**config.mk**
```make
export PLATFORM = sky130hd
export DESIGN_NAME = bl_pwm_top
export DESIGN_NICKNAME = d
export VERILOG_FILES = /design/src/rtl/bl_pwm_pkg.sv /design/src/rtl/bl_pwm_regs.sv /design/src/rtl/bl_pwm_timebase.sv /design/src/rtl/bl_pwm_compare.sv /design/src/rtl/bl_pwm_top.sv
export SDC_FILE = /design/constraint.sdc
export NUM_CORES = 1
export LEC_CHECK = 0
export BUFFER_PORTS_ARGS = -buffer_cell sky130_fd_sc_hd__buf_2
export CELL_PAD_IN_SITES_DETAIL_PLACEMENT = 0
export CELL_PAD_IN_SITES_GLOBAL_PLACEMENT = 1
export CORE_MARGIN = 4
export CORE_UTILIZATION = 47
export CTS_BUF_LIST = sky130_fd_sc_hd__clkbuf_16
export CTS_CLUSTER_SIZE = 24
export DETAILED_ROUTE_END_ITERATION = 8
export GPL_ROUTABILITY_DRIVEN = 0
export GPL_TIMING_DRIVEN = 0
export PLACE_DENSITY = 0.86
export SLEW_MARGIN = 20
export SYNTH_ARGS = -nofsm -noshare
export SYNTH_HDL_FRONTEND = slang
export SYNTH_SLANG_ARGS = --single-unit
```
**constraint.sdc**
```tcl
create_clock -name clk -period 5.1 [get_ports clk]
set_clock_uncertainty 0.15 [all_clocks]
set_input_delay 0.255 -clock clk [delete_from_list [all_inputs] [get_ports clk]]
set_output_delay 0.255 -clock clk [all_outputs]
set_load 0.01 [all_outputs]
```
**src/rtl/bl_pwm_pkg.sv**
```systemverilog
package bl_pwm_pkg;
  localparam logic [7:0] OFS_RUN   = 8'h00;
  localparam logic [7:0] OFS_LATCH = 8'h08;
  localparam logic [7:0] OFS_DIV   = 8'h10;
  localparam logic [7:0] OFS_SHAPE = 8'h14;
  localparam logic [7:0] OFS_OVR   = 8'h80;
  localparam int DIV_LSB  = 16;
  localparam int HI_LSB   = 16;
  localparam int MODE_BIT = 1;
endpackage

```
**src/rtl/bl_pwm_regs.sv**
```systemverilog
module bl_pwm_regs #(
  parameter int DIV_W = 10,
  parameter int PER_W = 12,
  parameter int HI_W  = 13
) (
  input  logic             clk,
  input  logic             rst_n,
  input  logic             bus_valid,
  input  logic             bus_write,
  input  logic [7:0]       bus_addr,
  input  logic [31:0]      bus_wdata,
  output logic [31:0]      bus_rdata,
  input  logic             boundary,
  output logic             run,
  output logic [DIV_W-1:0] eff_div,
  output logic [PER_W-1:0] eff_per,
  output logic [HI_W-1:0]  eff_hi
);
  import bl_pwm_pkg::*;

  logic             run_q, run_d, cmt_q, cmt_d, sel_q, sel_d, pend_q, pend_d;
  logic [1:0]       ovr_q, ovr_d;
  logic [DIV_W-1:0] sdiv_q, sdiv_d, adiv_q, adiv_d;
  logic [PER_W-1:0] sper_q, sper_d, aper_q, aper_d;
  logic [HI_W-1:0]  shi_q, shi_d, ahi_q, ahi_d;
  logic [31:0]      rdata_q, rdata_d;
  logic             wr, rd, cmt_rise, manual, apply;
  logic             unused_wdata;

  assign unused_wdata = ^bus_wdata;
  assign wr       = bus_valid && bus_write;
  assign rd       = bus_valid && !bus_write;
  assign cmt_rise = wr && (bus_addr == OFS_LATCH) && bus_wdata[0] && !cmt_q;
  assign manual   = sel_q && (ovr_q == 2'b11);
  assign apply    = pend_q && (!run_q || boundary);

  always_comb begin
    run_d  = run_q;
    cmt_d  = cmt_q;
    sel_d  = sel_q;
    ovr_d  = ovr_q;
    sdiv_d = sdiv_q;
    sper_d = sper_q;
    shi_d  = shi_q;
    if (wr) begin
      case (bus_addr)
        OFS_RUN:   run_d = bus_wdata[0];
        OFS_LATCH: cmt_d = bus_wdata[0];
        OFS_DIV: begin
          sel_d  = bus_wdata[MODE_BIT];
          sdiv_d = bus_wdata[DIV_LSB +: DIV_W];
        end
        OFS_SHAPE: begin
          sper_d = bus_wdata[PER_W-1:0];
          shi_d  = bus_wdata[HI_LSB +: HI_W];
        end
        OFS_OVR:   ovr_d = bus_wdata[1:0];
        default: ;
      endcase
    end
  end

  always_comb begin
    pend_d = manual ? 1'b0 : ((pend_q && !apply) || cmt_rise);
    adiv_d = apply ? sdiv_q : adiv_q;
    aper_d = apply ? sper_q : aper_q;
    ahi_d  = apply ? shi_q  : ahi_q;
  end

  always_comb begin
    rdata_d = rdata_q;
    if (rd) begin
      rdata_d = '0;
      case (bus_addr)
        OFS_RUN:   rdata_d[0] = run_q;
        OFS_LATCH: rdata_d[0] = cmt_q;
        OFS_DIV: begin
          rdata_d[MODE_BIT]          = sel_q;
          rdata_d[DIV_LSB +: DIV_W] = sdiv_q;
        end
        OFS_SHAPE: begin
          rdata_d[PER_W-1:0]       = sper_q;
          rdata_d[HI_LSB +: HI_W]  = shi_q;
        end
        OFS_OVR:   rdata_d[1:0] = ovr_q;
        default: ;
      endcase
    end
  end

  always_ff @(posedge clk or negedge rst_n) begin
    if (!rst_n) begin
      run_q <= 1'b0; cmt_q <= 1'b0; sel_q <= 1'b0; pend_q <= 1'b0;
      ovr_q <= '0; sdiv_q <= '0; sper_q <= '0; shi_q <= '0;
      adiv_q <= '0; aper_q <= '0; ahi_q <= '0; rdata_q <= '0;
    end else begin
      run_q <= run_d; cmt_q <= cmt_d; sel_q <= sel_d; pend_q <= pend_d;
      ovr_q <= ovr_d; sdiv_q <= sdiv_d; sper_q <= sper_d; shi_q <= shi_d;
      adiv_q <= adiv_d; aper_q <= aper_d; ahi_q <= ahi_d; rdata_q <= rdata_d;
    end
  end

  assign run       = run_q;
  assign eff_div   = manual ? sdiv_q : adiv_q;
  assign eff_per   = manual ? sper_q : aper_q;
  assign eff_hi    = manual ? shi_q  : ahi_q;
  assign bus_rdata = rdata_q;

  // a fresh commit edge outside manual mode always leaves a transfer armed
  p_commit_arms_r7: assert property (@(posedge clk) disable iff (!rst_n)
    (cmt_rise && !manual) |=> pend_q);
  // the active set only moves when a transfer was armed
  p_active_needs_pend_r7: assert property (@(posedge clk) disable iff (!rst_n)
    !$stable({adiv_q, aper_q, ahi_q}) |-> $past(pend_q));
  // while stopped an armed transfer completes on the next cycle
  p_idle_apply_r7: assert property (@(posedge clk) disable iff (!rst_n)
    (pend_q && !run_q && !cmt_rise) |=> !pend_q);
  // read data holds when no read is requested
  p_rdata_hold_r9: assert property (@(posedge clk) disable iff (!rst_n)
    !rd |=> $stable(bus_rdata));
endmodule

```
**src/rtl/bl_pwm_timebase.sv**
```systemverilog
module bl_pwm_timebase #(
  parameter int DIV_W = 10,
  parameter int PER_W = 12
) (
  input  logic             clk,
  input  logic             rst_n,
  input  logic             run,
  input  logic [DIV_W-1:0] lim_div,
  input  logic [PER_W-1:0] lim_per,
  output logic [PER_W-1:0] cnt,
  output logic             boundary
);
  logic [DIV_W-1:0] pre_q, pre_d;
  logic [PER_W-1:0] cnt_q, cnt_d;
  logic             tick, last;

  assign tick     = pre_q >= lim_div;
  assign last     = cnt_q >= lim_per;
  assign boundary = run && tick && last;

  always_comb begin
    pre_d = pre_q;
    cnt_d = cnt_q;
    if (!run) begin
      pre_d = '0;
      cnt_d = '0;
    end else if (tick) begin
      pre_d = '0;
      cnt_d = last ? '0 : cnt_q + PER_W'(1);
    end else begin
      pre_d = pre_q + DIV_W'(1);
    end
  end

  always_ff @(posedge clk or negedge rst_n) begin
    if (!rst_n) begin
      pre_q <= '0;
      cnt_q <= '0;
    end else begin
      pre_q <= pre_d;
      cnt_q <= cnt_d;
    end
  end

  assign cnt = cnt_q;

  // a stopped generator sits at the start of a period
  p_idle_hold_r5: assert property (@(posedge clk) disable iff (!rst_n)
    !run |=> (pre_q == '0 && cnt_q == '0));
  // the period counter wraps after the last tick of a period
  p_wrap_r3: assert property (@(posedge clk) disable iff (!rst_n)
    boundary |=> (cnt_q == '0));
  // the period counter only moves on a prescaler tick
  p_step_on_tick_r3: assert property (@(posedge clk) disable iff (!rst_n)
    (run && !tick) |=> (cnt_q == $past(cnt_q)));
endmodule

```
**src/rtl/bl_pwm_compare.sv**
```systemverilog
module bl_pwm_compare #(
  parameter int PER_W = 12,
  parameter int HI_W  = 13
) (
  input  logic             run,
  input  logic [PER_W-1:0] cnt,
  input  logic [HI_W-1:0]  hi,
  output logic             level
);
  localparam int CW = (PER_W > HI_W) ? PER_W : HI_W;
  logic [CW-1:0] cnt_x, hi_x;

  assign cnt_x = CW'(cnt);
  assign hi_x  = CW'(hi);
  assign level = run && (cnt_x < hi_x);
endmodule

```
**src/rtl/bl_pwm_top.sv**
```systemverilog
module bl_pwm_top #(
  parameter int DIV_W = 10,
  parameter int PER_W = 12,
  parameter int HI_W  = 13
) (
  input  logic        clk,
  input  logic        rst_n,
  input  logic        bus_valid,
  input  logic        bus_write,
  input  logic [7:0]  bus_addr,
  input  logic [31:0] bus_wdata,
  output logic [31:0] bus_rdata,
  output logic        pwm_out
);
  logic [1:0]       rst_sync;
  logic             core_rst_n, run, boundary;
  logic [DIV_W-1:0] eff_div;
  logic [PER_W-1:0] eff_per, cnt;
  logic [HI_W-1:0]  eff_hi;

  always_ff @(posedge clk or negedge rst_n) begin
    if (!rst_n) rst_sync <= 2'b00;
    else        rst_sync <= {rst_sync[0], 1'b1};
  end
  assign core_rst_n = rst_sync[1];

  bl_pwm_regs #(.DIV_W(DIV_W), .PER_W(PER_W), .HI_W(HI_W)) u_regs (
    .clk(clk), .rst_n(core_rst_n), .bus_valid(bus_valid), .bus_write(bus_write),
    .bus_addr(bus_addr), .bus_wdata(bus_wdata), .bus_rdata(bus_rdata),
    .boundary(boundary), .run(run), .eff_div(eff_div), .eff_per(eff_per),
    .eff_hi(eff_hi));

  bl_pwm_timebase #(.DIV_W(DIV_W), .PER_W(PER_W)) u_tb (
    .clk(clk), .rst_n(core_rst_n), .run(run), .lim_div(eff_div),
    .lim_per(eff_per), .cnt(cnt), .boundary(boundary));

  bl_pwm_compare #(.PER_W(PER_W), .HI_W(HI_W)) u_cmp (
    .run(run), .cnt(cnt), .hi(eff_hi), .level(pwm_out));

  // zero width keeps the line dark
  p_zero_width_r4: assert property (@(posedge clk) disable iff (!core_rst_n)
    (run && eff_hi == '0) |-> !pwm_out);
  // a width past the period count keeps the line lit
  p_full_on_r4: assert property (@(posedge clk) disable iff (!core_rst_n)
    (run && 32'(eff_hi) > 32'(eff_per)) |-> pwm_out);
  // stopped means dark
  p_dark_idle_r5: assert property (@(posedge clk) disable iff (!core_rst_n)
    !run |-> !pwm_out);
endmodule

```
==> impl_metrics.ini <==
[clock_network]
clock_latency_ns = 0.42
cts.path.max_buffers = 2
clk_pin_slew_ns = 0.06
postCtsSetupBuffers = 0
cts_resized = 0
numCtsBuffers = 17
cts_tree = yes
htree_levels = 4
cts.sinks = 125
root_buffer = clkbuf_16

[global_routing]
gr-usage-all-layers_pct = 19.9
first_global_vias = 4553
grt_overflow = 0
grt_max_degree = 53
antenna_found_initial = 0
grt_first_pass_wirelength_um = 23000

[die]
start_util_pct = 47.8
dieArea_sq_um = 15300
num_io_pins = 77
core_sq_um = 13200
fp.dieH_um = 124
fp.dieW_um = 124
row_count = 42

[synth]
synth_seq_area_share_pct = 49.6
synth_warnings = 0
synth_area_sq_um = 6300
synth_cells = 530
syn_avg_cell_area_sq_um = 11.9
yosysUniqueCellTypes = 42
synth_area_leaders = dfrtp_1, mux2_2, ha_1
synth.largest_area_cell = dfrtp_1
synth_seq_cells = 125
yosysTopAreaCellShare_pct = 49.6

[layout]
antennaDiodeCount = 0
layout-drive-gt1-share_pct = 29.0
layout_commonest_cell = dfrtp_1
area_growth_syn_to_layout_pct = 24.2
final_nets = 725
fin_cells = 835
layout_common_cells = dfrtp_1, buf_2, mux2_2

[run]
drv_cap = 0

[place]
portBuffers = 62
dp.cells = 776
preCtsSetupSlack_ns = 0.502
dp_hpwl_um = 10400

[critical_path]
worstRegToRegCells = 12
critical_path_class = reg -> reg
required_ns = 5.24
critical_path.cell_chain = nand3_1 -> clkbuf_1 -> clkbuf_1 -> mux2i_1 -> ha_1 -> a211oi_1 -> o21ai_0 -> a21oi_1 -> o21ai_0 -> nand3_1 -> clkbuf_1 -> mux2_2
arrival_ns = 4.77
critPathTopFamily = buffers and inverters
cp-start-kind = register
cp.depth = 12
slowest_stage = clkbuf_1
path_max_fanout = 10
cp.buffers_inverters = 3
cp_slowest_stage_delay_ns = 0.66
crit_top_cell = clkbuf_1
end_kind = register

[sta]
finalSetupTns_ns = 0
worst_slack_ns = 0.474
rsz0062_at_grt = false
tightest_slew_ns = 0.773
finalSetupViolations = 0
slew_violations = 0
fin_crit_ns = 4.63
fmax_mhz = 216
relSlewSlack_pct = 48.5
finalCritPeriodShare_pct = 90.7
hold_viol_final = 0

[hold_path]
worstHoldPathType = reg -> async

[route]
dr.pass1.iters = 4
antenna_left = 0
drc = 0
vias = 4552
routed_via_density = 5.45
routed_wl_um = 14500
drt_iter0_drc = 238
routedWlPerCell_um = 17.3

[power_and_ir_drop]
powerDensity_nw_per_um2 = 308
p_leak_nw = 4.15
power.ir.vdd_worst_mv = 0.249

[status]
outcome = complete, no violations
[cell usage after synthesis (all sizes together)]
library cell	number
a2111oi	2
a211oi	1
a21boi	1
a21o	7
a21oi	12
a221o	1
a22o	10
a22oi	11
a31o	1
a32o	1
and3	11
and3b	1
and4	1
buf	13
clkbuf	16
conb	2
dfrtp	125
ha	35
inv	3
mux2	78
mux2i	33
nand2	51
nand2b	5
nand3	13
nand4	3
nor2	20
nor2b	8
nor3	5
nor3b	3
o211ai	2
o21a	1
o21ai	43
o21ba	1
or4	1
or4b	1
xnor2	3
xor2	5
[path summary, 6_finish.rpt]
kind	to	startpoint	slack (ns)
worst max register to register	u_regs.adiv_q[9]	u_regs.sel_q	0.47
max in group asynchronous	u_regs.aper_q[10]	rst_sync[1]	3.81
worst min-delay path	u_regs.bus_rdata[26]	rst_sync[1]	0.11
worst max-delay path	u_regs.adiv_q[9]	u_regs.sel_q	0.47
min in group clk	u_regs.run	bus_addr[7]	0.13
worst min register to register	u_regs.bus_rdata[26]	rst_sync[1]	0.11
[repair_timing]
item	4_1_cts	5_1_grt
endpoints found under the hold margin	42	0
endpoints found under the setup margin	0	0
hold buffers	27	0
[power breakdown]
| group | internal (mW) | leakage, nW | total (mW) | switching, mW |
|---|---|---|---|---|
| Combinational | 0.0437 | 2.11 | 0.0852 | 0.0415 |
| Clock | 0.865 | 0.305 | 1.31 | 0.447 |
| Sequential | 1.00 | 1.74 | 1.02 | 0.0160 |
| Total | 1.91 | 4.15 | 2.42 | 0.504 |
[registers in the layout, indices dropped and copies added, names as in the netlist]
| signal | count |
|---|---|
| u_regs.bus_rdata | 25 |
| u_regs.shi_q | 13 |
| u_tb.pre_q | 10 |
| u_regs.pend_q | 1 |
| u_regs.sper_q | 12 |
| u_regs.adiv_q | 10 |
| u_tb.cnt | 12 |
| u_regs.cmt_q | 1 |
| u_regs.sel_q | 1 |
| u_regs.ahi_q | 13 |
| u_regs.sdiv_q | 10 |
| u_regs.aper_q | 12 |
| u_regs.ovr_q | 2 |
| rst_sync | 2 |
| u_regs.run | 1 |
[worst reg2reg max path: stages (launching register included)]
cell and delay [ns]:
dfrtp_1 0.39, nand3_1 0.09, clkbuf_1 0.52, clkbuf_1 0.66, mux2i_1 0.28, ha_1 0.27, a211oi_1 0.18, o21ai_0 0.13
a21oi_1 0.23, o21ai_0 0.24, nand3_1 0.38, clkbuf_1 0.56, mux2_2 0.43
[final cells by class]
type                    count  area, sq um
fillers                  1050         5360
plain buffers              29          158
clock inverters            15          219
multi-input cells         379         3030
clock buffers              17          425
inverters                   3         11.3
well taps                 176          220
repair buffers             91          636
flip-flops and latches    125         3130
[kinds of logic after synthesis]
kind of cell / synth area share [%]
AO/OA/AOI/OAI: 9.39
XOR/XNOR: 1.11
adder cells (fa/ha/maj): 6.95
buffers and inverters: 2.68
flip-flops: 49.6
multiplexers: 20.4
other: 0.119
AND/OR/NAND/NOR: 9.77
[routing by layer]
metal  GRT usage (%)  routed length [um]
met2            31.6                7090
met4            8.44                 301
met1            26.2                6420
met5               0                   0
met3            4.50                 652
[through the flow]
| step | cell area (sq um) | hold slack, ns | utilization (%) | total power, mW |
|---|---|---|---|---|
| finish | 7830 | 0.114 | 59.4 | 2.42 |
| detailed placement | 6920 | -0.106 | 52.4 | 1.10 |
| global route | 7830 | 0.119 | 59.4 | 2.50 |
| CTS | 7830 | 0.101 | 59.4 | 2.43 |
| global placement | 6860 | -0.109 | 52.0 | 1.10 |
| floorplan | 6330 | -0.191 | - | 1.07 |
Note: power is estimated with default switching activity, not from simulation.
